[src/rtl/f2i_pkg.sv]
package f2i_pkg;

  // Operand class codes seen on inClass
  localparam logic [2:0] CLS_ZERO = 3'd0;
  localparam logic [2:0] CLS_NUM  = 3'd1;
  localparam logic [2:0] CLS_INF  = 3'd2;
  localparam logic [2:0] CLS_QNAN = 3'd3;
  localparam logic [2:0] CLS_SNAN = 3'd4;

  // Strobes from control to datapath
  typedef struct packed {
    logic load;       // capture a new result this cycle
    logic forceZero;  // zero class: clean zero
    logic belowOne;   // number with negative exponent
    logic forceSat;   // non-number class or exponent past range
  } ctl_t;

endpackage

[src/rtl/f2i_ctrl.sv]
module f2i_ctrl
  import f2i_pkg::*;
#(
  parameter int OUT_W = 32,
  parameter int EXP_W = 12
) (
  input  logic                    clk,
  input  logic                    rstN,
  input  logic                    inValid,
  input  logic [2:0]              inClass,
  input  logic signed [EXP_W-1:0] inExp,
  output ctl_t                    ctl,
  output logic                    outValid
);

  localparam logic signed [EXP_W-1:0] EXP_LIM = EXP_W'(OUT_W);

  logic isNum;
  logic isZero;

  always_comb begin
    isNum         = (inClass == CLS_NUM);
    isZero        = (inClass == CLS_ZERO);
    ctl.load      = inValid;
    ctl.forceZero = isZero;
    ctl.belowOne  = isNum && (inExp < 0);
    // every class that is neither zero nor number saturates; so does a large exponent
    ctl.forceSat  = !isZero && (!isNum || (inExp >= EXP_LIM));
  end

  always_ff @(posedge clk) begin
    if (!rstN) outValid <= 1'b0;
    else       outValid <= inValid;
  end

  a_r10_valid_lag: assert property (@(posedge clk) disable iff (!rstN)
    inValid |=> outValid);
  a_r10_valid_drop: assert property (@(posedge clk) disable iff (!rstN)
    !inValid |=> !outValid);

endmodule

[src/rtl/f2i_datapath.sv]
module f2i_datapath
  import f2i_pkg::*;
#(
  parameter int OUT_W  = 32,
  parameter int MANT_W = 32,
  parameter int EXP_W  = 12
) (
  input  logic                    clk,
  input  logic                    rstN,
  input  ctl_t                    ctl,
  input  logic                    inSign,
  input  logic signed [EXP_W-1:0] inExp,
  input  logic [MANT_W-1:0]       inMant,
  input  logic                    inSticky,
  output logic [OUT_W-1:0]        outResult,
  output logic                    outInexact,
  output logic                    outInvalid
);

  localparam int WIDE_W = OUT_W + MANT_W;
  localparam logic [OUT_W-1:0] MIN_MAG = {1'b1, {(OUT_W-1){1'b0}}};
  localparam logic [OUT_W-1:0] POS_SAT = {1'b0, {(OUT_W-1){1'b1}}};
  localparam logic [OUT_W-1:0] NEG_SAT = MIN_MAG;

  logic [EXP_W-1:0]  shAmt;
  logic [WIDE_W-1:0] wide;
  logic [OUT_W-1:0]  mag;
  logic              dropped;
  logic              ovf;
  logic [OUT_W-1:0]  nextRes;
  logic              nextNx;
  logic              nextNv;

  // integer part lands above bit MANT_W once shifted by exponent+1
  always_comb begin
    shAmt   = inExp + EXP_W'(1);
    wide    = {{OUT_W{1'b0}}, inMant} << shAmt;
    mag     = wide[WIDE_W-1:MANT_W];
    dropped = (|wide[MANT_W-1:0]) | inSticky;
    ovf     = (mag > MIN_MAG) || ((mag == MIN_MAG) && !inSign);
  end

  always_comb begin
    nextRes = '0;
    nextNx  = 1'b0;
    nextNv  = 1'b0;
    if (ctl.forceZero) begin
      nextRes = '0;
    end else if (ctl.forceSat || (!ctl.belowOne && ovf)) begin
      nextRes = inSign ? NEG_SAT : POS_SAT;
      nextNv  = 1'b1;
    end else if (ctl.belowOne) begin
      nextNx  = (|inMant) | inSticky;
    end else begin
      nextRes = inSign ? (~mag + OUT_W'(1)) : mag;
      nextNx  = dropped;
    end
  end

  always_ff @(posedge clk) begin
    if (!rstN) begin
      outResult  <= '0;
      outInexact <= 1'b0;
      outInvalid <= 1'b0;
    end else if (ctl.load) begin
      outResult  <= nextRes;
      outInexact <= nextNx;
      outInvalid <= nextNv;
    end
  end

  a_r2_zero_clean: assert property (@(posedge clk) disable iff (!rstN)
    (ctl.load && ctl.forceZero) |=> (outResult == '0) && !outInexact && !outInvalid);
  a_r7_sat_invalid: assert property (@(posedge clk) disable iff (!rstN)
    (ctl.load && ctl.forceSat) |=> outInvalid);
  a_r4_below_one: assert property (@(posedge clk) disable iff (!rstN)
    (ctl.load && ctl.belowOne) |=> (outResult == '0) && !outInvalid);
  a_r8_flag_swap: assert property (@(posedge clk) disable iff (!rstN)
    outInvalid |-> !outInexact);
  a_r8_sat_value: assert property (@(posedge clk) disable iff (!rstN)
    outInvalid |-> ((outResult == POS_SAT) || (outResult == NEG_SAT)));
  a_r10_hold: assert property (@(posedge clk) disable iff (!rstN)
    !ctl.load |=> $stable(outResult) && $stable(outInexact) && $stable(outInvalid));

endmodule

[src/rtl/f2i_trunc.sv]
module f2i_trunc
  import f2i_pkg::*;
#(
  parameter int OUT_W  = 32,
  parameter int MANT_W = 32,
  parameter int EXP_W  = 12
) (
  input  logic                    clk,
  input  logic                    rstN,
  input  logic                    inValid,
  input  logic [2:0]              inClass,
  input  logic                    inSign,
  input  logic signed [EXP_W-1:0] inExp,
  input  logic [MANT_W-1:0]       inMant,
  input  logic                    inSticky,
  output logic                    outValid,
  output logic [OUT_W-1:0]        outResult,
  output logic                    outInexact,
  output logic                    outInvalid
);

  ctl_t ctl;

  f2i_ctrl #(.OUT_W(OUT_W), .EXP_W(EXP_W)) u_ctrl (
    .clk     (clk),
    .rstN    (rstN),
    .inValid (inValid),
    .inClass (inClass),
    .inExp   (inExp),
    .ctl     (ctl),
    .outValid(outValid)
  );

  f2i_datapath #(.OUT_W(OUT_W), .MANT_W(MANT_W), .EXP_W(EXP_W)) u_dp (
    .clk       (clk),
    .rstN      (rstN),
    .ctl       (ctl),
    .inSign    (inSign),
    .inExp     (inExp),
    .inMant    (inMant),
    .inSticky  (inSticky),
    .outResult (outResult),
    .outInexact(outInexact),
    .outInvalid(outInvalid)
  );

endmodule

[config.mk]
export PLATFORM = sky130hd
export DESIGN_NAME = f2i_trunc
export DESIGN_NICKNAME = d
export VERILOG_FILES = /design/src/rtl/f2i_pkg.sv /design/src/rtl/f2i_ctrl.sv /design/src/rtl/f2i_datapath.sv /design/src/rtl/f2i_trunc.sv
export SDC_FILE = /design/constraint.sdc
export NUM_CORES = 1
export LEC_CHECK = 0
export CAP_MARGIN = 20
export CORE_MARGIN = 2
export CORE_UTILIZATION = 45
export CTS_CLUSTER_SIZE = 20
export DETAILED_ROUTE_END_ITERATION = 6
export PLACE_DENSITY = 0.68
export SYNTH_ARGS = -nofsm -noshare
export SYNTH_HDL_FRONTEND = slang
export SYNTH_HIERARCHICAL = 1
export SYNTH_SLANG_ARGS = --single-unit
[constraint.sdc]
create_clock -name clk -period 4.65 [get_ports clk]
set_input_delay 1.1625 -clock clk [delete_from_list [all_inputs] [get_ports clk]]
set_output_delay 1.1625 -clock clk [all_outputs]
set_load 0.05 [all_outputs]
### Word-level counts from Yosys, hierarchy flattened

Index checks and enable logic that the tools add are counted.

| operators by class | value |
|---|---|
| $add $sub $neg | 2 |
| $lt $le $gt $ge | 3 |
| eq/ne operators | 2 |
| shift operators | 1 |
| muxes and demuxes | 10 |
| bitwise operators | 3 |
| reduce and logical (&&, ||, !) cells | 14 |

Operators with widths:

| cell | count |
|---|---|
| $mux W32 | 5 |
| $reduce_or A32 Y1 | 2 |
| $shl A32 B12 Y64 | 1 |
| $add A32 B1 Y32 const B | 1 |
| $eq A32 B32 Y1 const B | 1 |
| $gt A32 B32 Y1 const B | 1 |
| $not A32 Y32 | 1 |
| $add A12 B2 Y12 const B | 1 |
| $ge A12 B7 Y1 const B | 1 |
| $lt A12 B1 Y1 const B | 1 |
| $mux W1 | 5 |
| $logic_and A1 B1 Y1 | 4 |
| $logic_not A1 Y1 | 4 |
| $eq A3 B1 Y1 const B | 1 |
| $logic_not A3 Y1 | 1 |
| $logic_or A1 B1 Y1 | 3 |
| $or A1 B1 Y1 | 2 |

| storage, ports and cells | value |
|---|---|
| flip-flop bits (word level) | 35 |
| bits of input ports | 52 |
| output and inout port bits | 35 |
| word-level logic and storage cells | 39 |

### Longest topological paths before layout

Gate-level depths: netlist of the first run.

| logic depth | value |
|---|---|
| depth after elaboration | 9 |
| mapped depth | 19 |
| mapped depth without buffers | 15 |

### Modules after synthesis

The synthesis of the first run kept the hierarchy.

By module, submodules not included:

| module | instances | cells each | area an instance (um2) | seq. area each (um2) |
|---|---|---|---|---|
| f2i_datapath | 1 | 828 | 6252.2 | 680.7 |
| f2i_ctrl | 1 | 11 | 88.8 | 20.0 |

### Worst setup path before layout of the first run

OpenSTA, ideal clock, no wires.

| timing path | value |
|---|---|
| path type | input-to-reg |
| start | in inExp[0] |
| end | reg u_dp.outResult[28] |
| setup time | 119 ps |
| data arrival time | 4525 ps |
| data required time | 4531 ps |
| path slack | 6 ps |
| stages on the path | 18 |
| path buffers | 4 |
| path through | ha_1 > buf_4 > xor2_2 > buf_2 > buf_2 > mux2i_1 > mux2i_1 > o211ai_1 > o21ai_0 > a31oi_1 > ha_1 > and3_1 > nand4_2 > or2_1 > buf_2 > o41ai_2 > xor2_1 > o21ai_1 |

| between the ends | value |
|---|---|
| cells in the longest elaborated chain, start to end | 9 |
| elaborated cells on any way between the ends | 20 |
| those cells by class | add/sub (2); order compare (3); eq/ne (1); shift (1); mux (4); bitwise (1); reduce/logical (8) |

Ends and longest elaborated chain:

| element | line | RTL |
|---|---|---|
| start: declaration | f2i_trunc.sv:13 | `input logic signed [EXP_W-1:0] inExp,` |
| parallel branches: the longest is 7 deep, another holds $add A32 B1 Y32 | - |  |
| $mux W32 (*) | f2i_datapath.sv:49 | `end else if (ctl.forceSat \|\| (!ctl.belowOne && ovf)) begin` |
| $mux W32 (*) | f2i_datapath.sv:47 | `if (ctl.forceZero) begin` |
| end signal: assignment | f2i_datapath.sv:66 | `outResult <= nextRes;` |
| end: declaration | f2i_datapath.sv:15 | `output logic [OUT_W-1:0] outResult,` |

Mark *: on every way between the ends.
A chain may end at the register's enable or synchronous reset.

### Worst setup path in the final report of the first run

| timing path | value |
|---|---|
| start | in inExp[0] |
| end | reg u_dp.outResult[30] |

The elaborated chain is that of the path after synthesis.

==> key figures, run 1 <==
Clocking
  • CTS buffer count: 5
  • Clock Root Buffer: clkbuf_16
  • CTS tree: built
  • # clock sinks: 35
  • Worst skew pair latency: 0.28 ns
  • Cts hold-fix bufs: 0
  • H-tree depth: 2
  • Clk buf depth: 2
  • Clock transition at path regs: 0.05 ns

Floorplan
  • Die X: 122.7 um
  • Core box area: 13830 um2
  • Die area: 15060 um2
  • Ports: 87
  • Row count: 43
  • Die span in y: 122.7 um
  • Starting Density: 45.86%

Detailed routing
  • Top Metal Used: met4
  • Initial DRC Count: 820
  • DR WL met2: 15020 um
  • WL per Instance: 23.10 um
  • Via density: 6.407
  • Met3 wire length: 2417 um
  • Met1 WL: 11970 um
  • Remaining antenna violation count after routing: 0
  • Drt total wl: 32020 um
  • Routed via count: 8880
  • DRC: 0
  • TritonRoute pass-1 iters: 5

Final layout
  • ANT cells: 0
  • Layout cells sized above 1: 41.87%
  • Most frequent cells in the layout: buf_4 (328), clkdlybuf4s50_1 (81), nand2_1 (69), mux2i_1 (54)
  • Most common cell after layout, fill and taps aside: buf_4
  • Nets: 1259
  • P&R area growth vs syn: 63.75%

Synthesis
  • Post-synth top area share: 11.05%
  • Leading post-synthesis cells by cell area: dfxtp_1 (11%), mux2i_1 (9.9%), mux2_2 (5.1%), mux4_2 (4.6%), nand2_1 (4.3%)
  • Synthesis-stage register bit count: 35
  • Synthesized area per cell: 7.558 um2
  • Post-synth cell types: 90
  • Ys async rst share: 0%
  • Post-Syn Area: 6341 um2
  • Instance count of the mapped netlist: 839
  • Share of synthesized area occupied by flip-flops and latches: 11.05%
  • Yosys Warn Count: 6
  • Leading area contributor after synthesis: dfxtp_1
  • Mapped Nets: 893
  • Number of flops mapped to enable cells by yosys: 0
  • Main flop type after synthesis: dfxtp_1

Placement
  • Hpwl dp: 25240 um
  • Port Buffers: 86
  • GPL Wtd Cong: 1.147

Critical path
  • CP Max Fanout: 7
  • Reg-to-reg critical path startpoint: u_dp/outResult[2]
  • Critical path launch point type: input pin
  • CP endpoint kind: flip-flop
  • Req. time, crit path: 4.80 ns
  • Launch point of the worst path: inExp[0]
  • Critical path class: in2reg
  • WP data arrival: 4.92 ns

Global route
  • Grt ovf: 0
  • Initial antenna violation count: 1
  • Number of global-route vias before repair: 8491
  • First-pass GRT wire length: 46460 um
  • Total track usage: 40.49%
  • Pin count of the biggest net entering global routing: 36

Timing
  • Tmin final: 4.770 ns
  • Tcrit/Tclk final: 102.6%
  • Fin. max-slew vios: 0
  • Skew final: 0 ns
  • Fmax: 0.2096 GHz
  • Fin worst setup slack: -0.1203 ns
  • Slew HR: 43.67%
  • Final setup vio count: 2
  • Final Hold Fails: 0
  • Hold_ws: 0.4661 ns
  • Worst-Margin Slew: 0.8236 ns

Power and ir drop
  • Power Dens Cells: 200.8 nW/um2
  • Total power: 2085 uW
  • Pleak: 0.004406 uW
  • Maximum vdd ir drop: 136.0 uV

Min path
  • Hold/Removal Path Class: reg2reg
  • Hold path startpoint: u_dp/outResult[15]

Status
  • Status: finished with violations
  • Failing checks: setup timing

Run
  • Max-Cap Viols: 0
sequential cells by signal, indices dropped and copies added (netlist names):
| signal | cells |
|---|---|
| u_dp/outInvalid | 1 |
| u_ctrl/outValid | 1 |
| u_dp/outResult | 32 |
| u_dp/outInexact | 1 |
metrics by stage:
step           cell area, um2  instances  TNS [ns]  util [%]  worst slack (ns)
2_1_floorplan            6341        839         0         -          0.005923
4_1_cts                  9913       1369         0     71.69          0.006668
6_report                10380       1386   -0.1392     75.10           -0.1203
3_3_place_gp             9457       1345    -18.82     68.39           -0.5769
3_5_place_dp             9457       1345    -23.18     68.39           -0.7273
5_1_grt                 10380       1386   -0.7584     75.10           -0.1861
critical path, cell delays in order:
cell and delay (ns):
buf_2 0.13, ha_4 0.16, buf_4 0.14, xor2_4 0.25, buf_12 0.19, buf_4 0.14, nor2_1 0.05, mux2_2 0.29
o32ai_2 0.22, buf_4 0.17, nor2_1 0.05, o311a_1 0.32, buf_4 0.14, buf_4 0.15, nor2_1 0.21, nand3_1 0.36
o41ai_2 0.50, xnor2_1 0.20, o21ai_2 0.08
worst paths after layout:
check | end | slack [ns] | cells past startpoint
max | u_dp/outResult[30] | -0.12 | 19
min | u_dp/outResult[15] | 0.47 | 2
max reg2reg | u_dp/outResult[2] | 3.92 | 2
min reg2reg | u_dp/outResult[15] | 0.47 | 2
synthesized netlist by cell type (10+ instances only):
cell / n
nand2_1: 72
mux2i_1: 63
a21oi_1: 51
o21ai_0: 50
nor2_1: 49
clkbuf_1: 35
dfxtp_1: 35
nand3_1: 30
mux2_2: 29
nor3_1: 27
o21ai_1: 26
buf_2: 16
buf_4: 16
nor4_1: 16
and3_1: 15
nand4_1: 15
xnor2_1: 14
and2_1: 13
mux4_2: 13
a22oi_1: 12
o21ai_2: 12
o31ai_1: 12
xor2_1: 12
a211oi_1: 11
o22ai_1: 10
what timing repair did:
item                       CTS  global route
setup endpoints to repair   34            33
pin swaps                   12            28
cloned                       2             2
resized for setup           32            77
buffers inserted            14            16
final cells by class:
class | count | area [um2]
clock buffer | 6 | 128.9
clock inverter | 2 | 12.51
fill | 1042 | 3443
inverter | 7 | 26.28
multi-input combinational | 721 | 5635
sequential | 35 | 700.7
tap | 180 | 225.2
timing repair buffer | 435 | 3655
report_power, final:
group          switching, uW  internal, uW
registers               11.0           322
clock network            121           197
logic                    767           667
total                    899          1190
layer usage:
layer	vias to the layer above	global-route usage (%)
met5	-	0
met1	4187	45.53
met2	537	69.72
met4	0	28.23
li1	3997	-
met3	159	6.180
cell families (layout without fill, tap and decap cells):
logic type | after synthesis | after routing | synth area share [%]
flops | 35 | 35 | 11.05
fa+ha+maj | 2 | 2 | 0.3946
xor+xnor | 30 | 30 | 4.972
mux | 106 | 106 | 19.89
compound gates | 290 | 290 | 32.10
simple gates | 293 | 293 | 24.65
buf+inv | 83 | 450 | 6.946
Power figures use the tool's default switching activity.
==> inputs of run 2 (changes only) <==
--- a/config.mk
+++ b/config.mk
@@ -8,6 +8,7 @@
 export CAP_MARGIN = 20
 export CORE_MARGIN = 2
 export CORE_UTILIZATION = 45
+export CTS_BUF_LIST = sky130_fd_sc_hd__clkbuf_16
 export CTS_CLUSTER_SIZE = 20
 export DETAILED_ROUTE_END_ITERATION = 6
 export PLACE_DENSITY = 0.68
==> run 2 against run 1 <==
- the run still ends with setup timing left
- flip-flop and latch count did not move
- routed wire length rose by 0.13%
- register-to-register slack hardly changed
- setup slack got worse by 0.0038 ns
==> key figures, run 2 (synthesis gave the netlist of run 1 again) <==
Status
  • Status: finished with violations
  • Failing checks: setup timing

Critical path
  • Cell family with most CP delay: compound AO/OA/AOI/OAI gates
  • R2R Path End: u_dp/outResult[2]
  • Critical path launch point type: input pin
  • CP Max Fanout: 7 (unchanged)
  • Critical path class: in2reg
  • FF-to-FF path depth: 2 (unchanged)
  • Crit path buffers/inverters: 7 (unchanged)
  • Req. time, crit path: 4.80 ns (about the same)
  • WP data arrival: 4.93 ns (about the same)
  • Slack of the worst reg-to-reg path: 3.92 ns (about the same)
  • CP max stage cell: o41ai_2
  • CP endpoint kind: flip-flop
  • Worst path max stage delay: 0.50 ns (about the same)
  • Critical-path cell list: buf_2 > ha_4 > buf_4 > xor2_4 > buf_12 > buf_4 > nor2_1 > mux2_2 > o32ai_2 > buf_4 > nor2_1 > o311a_1 > buf_4 > buf_4 > nor2_1 > nand3_1 > o41ai_2 > xnor2_1 > o21ai_2
  • Most frequent CP cell: buf_4
  • Reg-to-reg critical path startpoint: u_dp/outResult[2]

Timing
  • Slew HR: 43.67% (unchanged)
  • Fin worst setup slack: -0.1241 ns (-0.003836 ns)
  • Fin. max-slew vios: 0 (unchanged)
  • Worst-Margin Slew: 0.8236 ns (-0.0000001192 ns)
  • Final Hold Fails: 0 (unchanged)
  • Tmin final: 4.774 ns (+0.003836 ns)
  • Final setup vio count: 2 (unchanged)
  • Sum of negative setup slack: -0.1470 ns (-0.007804 ns)
  • Fmax: 0.2095 GHz (about the same)
  • Hold_ws: 0.4661 ns (+0.000001000 ns)
  • Tcrit/Tclk final: 102.7% (about the same)
  • Skew final: 0 ns (unchanged)

Global route
  • Met3 Usage GRT: 6.180% (unchanged)
  • Total track usage: 40.49% (unchanged)
  • Busiest grt layer: met2
  • Pin count of the biggest net entering global routing: 36 (unchanged)
  • Initial antenna violation count: 1 (unchanged)
  • Met1 Usage GRT: 45.53% (unchanged)
  • Met2 Use GR: 69.72% (unchanged)
  • Number of global-route vias before repair: 8491 (unchanged)
  • Grt ovf: 0 (unchanged)
  • First-pass GRT wire length: 46460 um (unchanged)

Floorplan
  • Row count: 43 (unchanged)
  • Die area: 15060 um2 (unchanged)
  • Starting Density: 45.86% (unchanged)
  • Core box area: 13830 um2 (unchanged)
  • Die X: 122.7 um (unchanged)
  • Ports: 87 (unchanged)
  • Die span in y: 122.7 um (unchanged)

Final layout
  • Nets: 1259 (unchanged)
  • Sequential cell area: 700.7 um2 (unchanged)
  • Final core occ: 75.10% (unchanged)
  • Reg with most FFs: u_dp/outResult
  • Most frequent cells in the layout: buf_4 (328), clkdlybuf4s50_1 (81), nand2_1 (69), mux2i_1 (54)
  • FILL cells: 1042 (unchanged)
  • Area of the multi-input gates: 5635 um2 (unchanged)
  • Most common cell after layout, fill and taps aside: buf_4
  • Layout cells sized above 1: 41.87% (unchanged)
  • ANT cells: 0 (unchanged)
  • Largest register FFs: 32 (unchanged)
  • P&R area growth vs syn: 63.75% (unchanged)

Detailed routing
  • Remaining antenna violation count after routing: 0 (unchanged)
  • DRC: 0 (unchanged)
  • Via density: 6.410 (about the same)
  • Routed via count: 8884 (+0.045%)
  • WL per Instance: 23.13 um (+0.13%)
  • Drt total wl: 32060 um (+0.13%)
  • TritonRoute pass-1 iters: 5 (unchanged)
  • Initial DRC Count: 801 (-2.3%)

Min path
  • WHS Path Cells: 2 (unchanged)
  • Hold path startpoint: u_dp/outResult[15]
  • Min-Delay Endpoint: u_dp/outResult[15]
  • Hold/Removal Path Class: reg2reg

Placement
  • Hpwl dp: 25240 um (unchanged)
  • Port Buffers: 86 (unchanged)
  • GPL Wtd Cong: 1.147 (unchanged)

Run
  • Max-Cap Viols: 0 (unchanged)

Clocking
  • Clock transition at path regs: 0.05 ns (about the same)
  • H-tree depth: 2 (unchanged)
  • # clock sinks: 35 (unchanged)
  • Worst skew pair latency: 0.28 ns (about the same)
  • Clock Root Buffer: clkbuf_16
  • CTS tree: built
  • Cts hold-fix bufs: 0 (unchanged)
  • Clk buf depth: 2 (unchanged)
  • CTS buffer count: 5 (unchanged)

Power and ir drop
  • Total power: 2084 uW (about the same)
  • Power Dens Cells: 200.7 nW/um2 (about the same)
  • Maximum vdd ir drop: 136.2 uV (about the same)
  • Pleak: 0.004410 uW (about the same)
run 2: metal layers:
layer,part of all wire (%),vias to the layer above
met3,7.6,154
met1,37,4192
li1,-,3998
met4,8.0,0
met2,47,540
met5,0,-
run 2: worst max path at each step:
stage	from	endpoint	cells after the start	slack, ns
detailed placement	inExp[1]	u_dp/outResult[20]	20	-0.73
finish	inExp[0]	u_dp/outResult[30]	19	-0.12
floorplan	inExp[0]	u_dp/outResult[28]	18	0.006
global route	inExp[0]	u_dp/outResult[30]	20	-0.19
CTS	inExp[1]	u_dp/outResult[20]	18	0.007
global placement	inExp[1]	u_dp/outResult[12]	20	-0.58
run 2: power breakdown:
group          internal [uW]  switching (uW)  total, uW
registers                322            11.0        333
logic                    667             767       1430
clock network            195             121        316
total                   1180             900       2080
run 2: what timing repair did:
item	4_1_cts	5_1_grt
setup buffers	14	16
cloned	2	2
gates resized for setup	32	77
pin swaps	12	28
endpoints found under the setup margin	34	33
run 2: metrics by stage:
step / area (um2) / worst slack, ns / cells
final: 10380 / -0.1241 / 1386
after global routing: 10380 / -0.1861 / 1386
after CTS: 9913 / 0.006668 / 1369
after detailed placement: 9457 / -0.7273 / 1345
after global placement: 9457 / -0.5769 / 1345
after floorplan: 6341 / 0.005923 / 839
run 2: final cells by class:
| cell class | instances | area share [%] |
|---|---|---|
| clock buffer | 5 | 1.205 |
| sequential | 35 | 6.748 |
| tap | 180 | 2.169 |
| inverter | 7 | 0.2530 |
| multi-input combinational | 721 | 54.27 |
| timing repair buffer | 435 | 35.20 |
| clock inverter | 3 | 0.1566 |
run 2: worst register-to-register path, cell delays in order (launching register included):
cell	delay, ns
dfxtp_1	0.33
a22oi_1	0.21
o21ai_2	0.08
==> inputs of run 3 (changes only) <==
--- a/config.mk
+++ b/config.mk
@@ -7,11 +7,11 @@
 export LEC_CHECK = 0
 export CAP_MARGIN = 20
 export CORE_MARGIN = 2
-export CORE_UTILIZATION = 45
+export CORE_UTILIZATION = 52
 export CTS_BUF_LIST = sky130_fd_sc_hd__clkbuf_16
 export CTS_CLUSTER_SIZE = 20
 export DETAILED_ROUTE_END_ITERATION = 6
-export PLACE_DENSITY = 0.68
+export PLACE_DENSITY = 0.77
 export SYNTH_ARGS = -nofsm -noshare
 export SYNTH_HDL_FRONTEND = slang
 export SYNTH_HIERARCHICAL = 1
==> run 3 against run 2 <==
- the run ends with DRC, setup timing left
- power rose by 6.7%
- critical endpoint is now u_dp/outResult[26]
- count of clock-buffer cells in the layout did not move
- largest power group unchanged
- non-clock buffer count fell by 15
==> key figures, run 3 (synthesis gave the netlist of run 1 again) <==
Floorplan
  • Die area: 13090 um2 (-13%)
  • Row count: 40 (-7.0%)
  • Die X: 114.4 um (-6.7%)
  • Core box area: 11960 um2 (-13%)
  • Ports: 87 (unchanged)
  • Starting Density: 53.01% (+7.2 points)
  • Die span in y: 114.4 um (-6.7%)

Clocking
  • CTS buffer count: 5 (unchanged)
  • Clock Root Buffer: clkbuf_16
  • Cts hold-fix bufs: 0 (unchanged)
  • H-tree depth: 2 (unchanged)
  • Clock transition at path regs: 0.06 ns (about the same)
  • Clk buf depth: 2 (unchanged)
  • # clock sinks: 35 (unchanged)
  • Worst skew pair latency: 0.29 ns (about the same)
  • CTS tree: built

Detailed routing
  • Remaining antenna violation count after routing: 0 (unchanged)
  • WL per Instance: 27.32 um (+18%)
  • Via density: 7.414 (+16%)
  • Initial DRC Count: 1651 (+110%)
  • Drt total wl: 36640 um (+14%)
  • Routed via count: 9942 (+12%)
  • DRC: 11 (+11)
  • TritonRoute pass-1 iters: 7 (+2)

Final layout
  • Most common cell after layout, fill and taps aside: buf_4
  • Layout cells sized above 1: 43.16% (+1.3 points)
  • Post-Layout Cell Count: 1341 (-3.2%)
  • Most frequent cells in the layout: buf_4 (303), clkdlybuf4s50_1 (82), nand2_1 (69), mux2i_1 (50)
  • Final standard cell area without fillers: 10550 um2 (+1.6%)
  • Largest register FFs: 32 (unchanged)
  • Reg with most FFs: u_dp/outResult
  • Final core occ: 88.16% (+13 points)
  • Nets: 1244 (-1.2%)
  • P&R area growth vs syn: 66.30%

Critical path
  • Crit path buffers/inverters: 6 (-1)
  • Critical path launch point type: input pin
  • Cell family with most CP delay: compound AO/OA/AOI/OAI gates
  • CP max stage cell: o22ai_2
  • Req. time, crit path: 4.84 ns (+0.04 ns)
  • Most frequent CP cell: buf_4
  • Worst path max stage delay: 0.43 ns (-0.07 ns)
  • CP endpoint kind: flip-flop
  • Critical path class: in2reg
  • WP data arrival: 5.08 ns (+0.15 ns)
  • CP Max Fanout: 9 (+2)
  • Critical-path cell list: dlygate4sd2_1 > buf_12 > xor2_4 > buf_4 > mux2i_1 > o22ai_2 > o2bb2ai_1 > o22ai_2 > o221ai_2 > nor3b_2 > buf_4 > nand4_1 > buf_4 > o41ai_4 > nand3_4 > buf_16 > o21ai_1

Power and ir drop
  • Power Dens Cells: 210.8 nW/um2 (+5.1%)
  • Pleak: 0.004401 uW (-0.19%)
  • Maximum vdd ir drop: 130.7 uV (-4.0%)

Timing
  • Sum of negative setup slack: -5.449 ns (-5.302 ns)
  • Fin. max-slew vios: 0 (unchanged)
  • Fmax: 0.2046 GHz (-2.3%)
  • Final setup vio count: 33 (+31)
  • Tcrit/Tclk final: 105.1% (+2.4 points)
  • Fin worst setup slack: -0.2380 ns (-0.1139 ns)
  • Slew HR: 25.14% (-19 points)
  • Skew final: 0 ns (unchanged)
  • Worst-Margin Slew: 1.114 ns (+0.2907 ns)
  • Final Hold Fails: 0 (unchanged)
  • Tmin final: 4.888 ns (+0.1139 ns)

Global route
  • Number of global-route vias before repair: 9190 (+8.2%)
  • Met2 Use GR: 80.24% (+11 points)
  • Total track usage: 49.18% (+8.7 points)
  • Initial antenna violation count: 3 (+2)
  • Busiest grt layer: met2
  • First-pass GRT wire length: 50030 um (+7.7%)
  • Met1 Usage GRT: 53.50% (+8.0 points)
  • Grt ovf: 0 (unchanged)
  • Pin count of the biggest net entering global routing: 37 (+2.8%)
  • Met3 Usage GRT: 13.29% (+7.1 points)

Placement
  • Cells after DPL: 1303 (-3.1%)
  • GPL Wtd Cong: 1.169 (+2.0%)
  • Area of placed instances: 9410 um2 (-0.49%)
  • Place WS: -0.7145 ns (+0.01286 ns)
  • Hpwl dp: 24260 um (-3.8%)
  • Port Buffers: 86 (unchanged)

Min path
  • Hold/Removal Path Class: reg2reg

Status
  • Failing checks: DRC, setup timing
  • Status: finished with violations

Run
  • Max-Cap Viols: 0 (unchanged)
==> run 3: cell count changes in the layout (fill, tap and decap cells not counted), moves of 3 or more <==
cell,delta
buf_8,+3
mux2i_2,+5
o21ai_2,+4
nor4_1,-3
buf_4,-25
buf_12,+3
mux2i_1,-4
diode_2,+3
==> run 3: layer usage <==
metal | vias up | wire (um) | share of wire [%]
met5 | - | 0 | 0
met4 | 0 | 4226 | 12
met3 | 420 | 5069 | 14
met2 | 1070 | 15810 | 43
met1 | 4473 | 11530 | 31
li1 | 3979 | - | -
==> run 3: worst paths after layout <==
check	startpoint	endpoint	slack (ns)	cells past startpoint
setup / recovery	inExp[2]	u_dp/outResult[26]	-0.24	17
hold / removal	u_dp/outInvalid	u_dp/outInvalid	0.47	2
setup reg to reg	u_dp/outResult[27]	u_dp/outResult[27]	3.55	2
hold reg to reg	u_dp/outInvalid	u_dp/outInvalid	0.47	2
==> run 3: per-stage QoR <==
step | total power, uW | hold WS (ns)
floorplan | 988.2 | 0.6736
finish | 2223 | 0.4676
detailed placement | 1594 | 0.4567
CTS | 2031 | 0.4715
global route | 2276 | 0.5083
global placement | 1568 | 0.4429
==> run 3: timing repair <==
action                                  CTS  global route
endpoints found under the setup margin   34            34
gates resized for setup                  55            83
setup buffers                             8            14
gates cloned                              3             2
endpoints found under the hold margin     0             0
pin swaps                                10            27
==> run 3: area by class of cell <==
class                           count  area (um2)
Multi-Input combinational cell    721        5781
Timing Repair Buffer              420        3677
Fill cell                         592        1416
Sequential cell                    35       700.7
Tap cell                          147       183.9
Clock buffer                        5       125.1
Clock inverter                      3       43.79
Inverter                            7       26.28
Antenna cell                        3       7.507
==> run 3: power breakdown <==
| group | internal (uW) | switching (uW) | total (uW) |
|---|---|---|---|
| logic | 671 | 831 | 1500 |
| clock network | 253 | 133 | 385 |
| registers | 322 | 13.8 | 335 |
==> run 3: tightest hold or removal path, delay by kind of cell, from the launching register on <==
| family | cells | cell delay [ns] |
|---|---|---|
| simple gates | 1 | 0.05 |
| compound gates | 1 | 0.06 |
| flops | 1 | 0.33 |
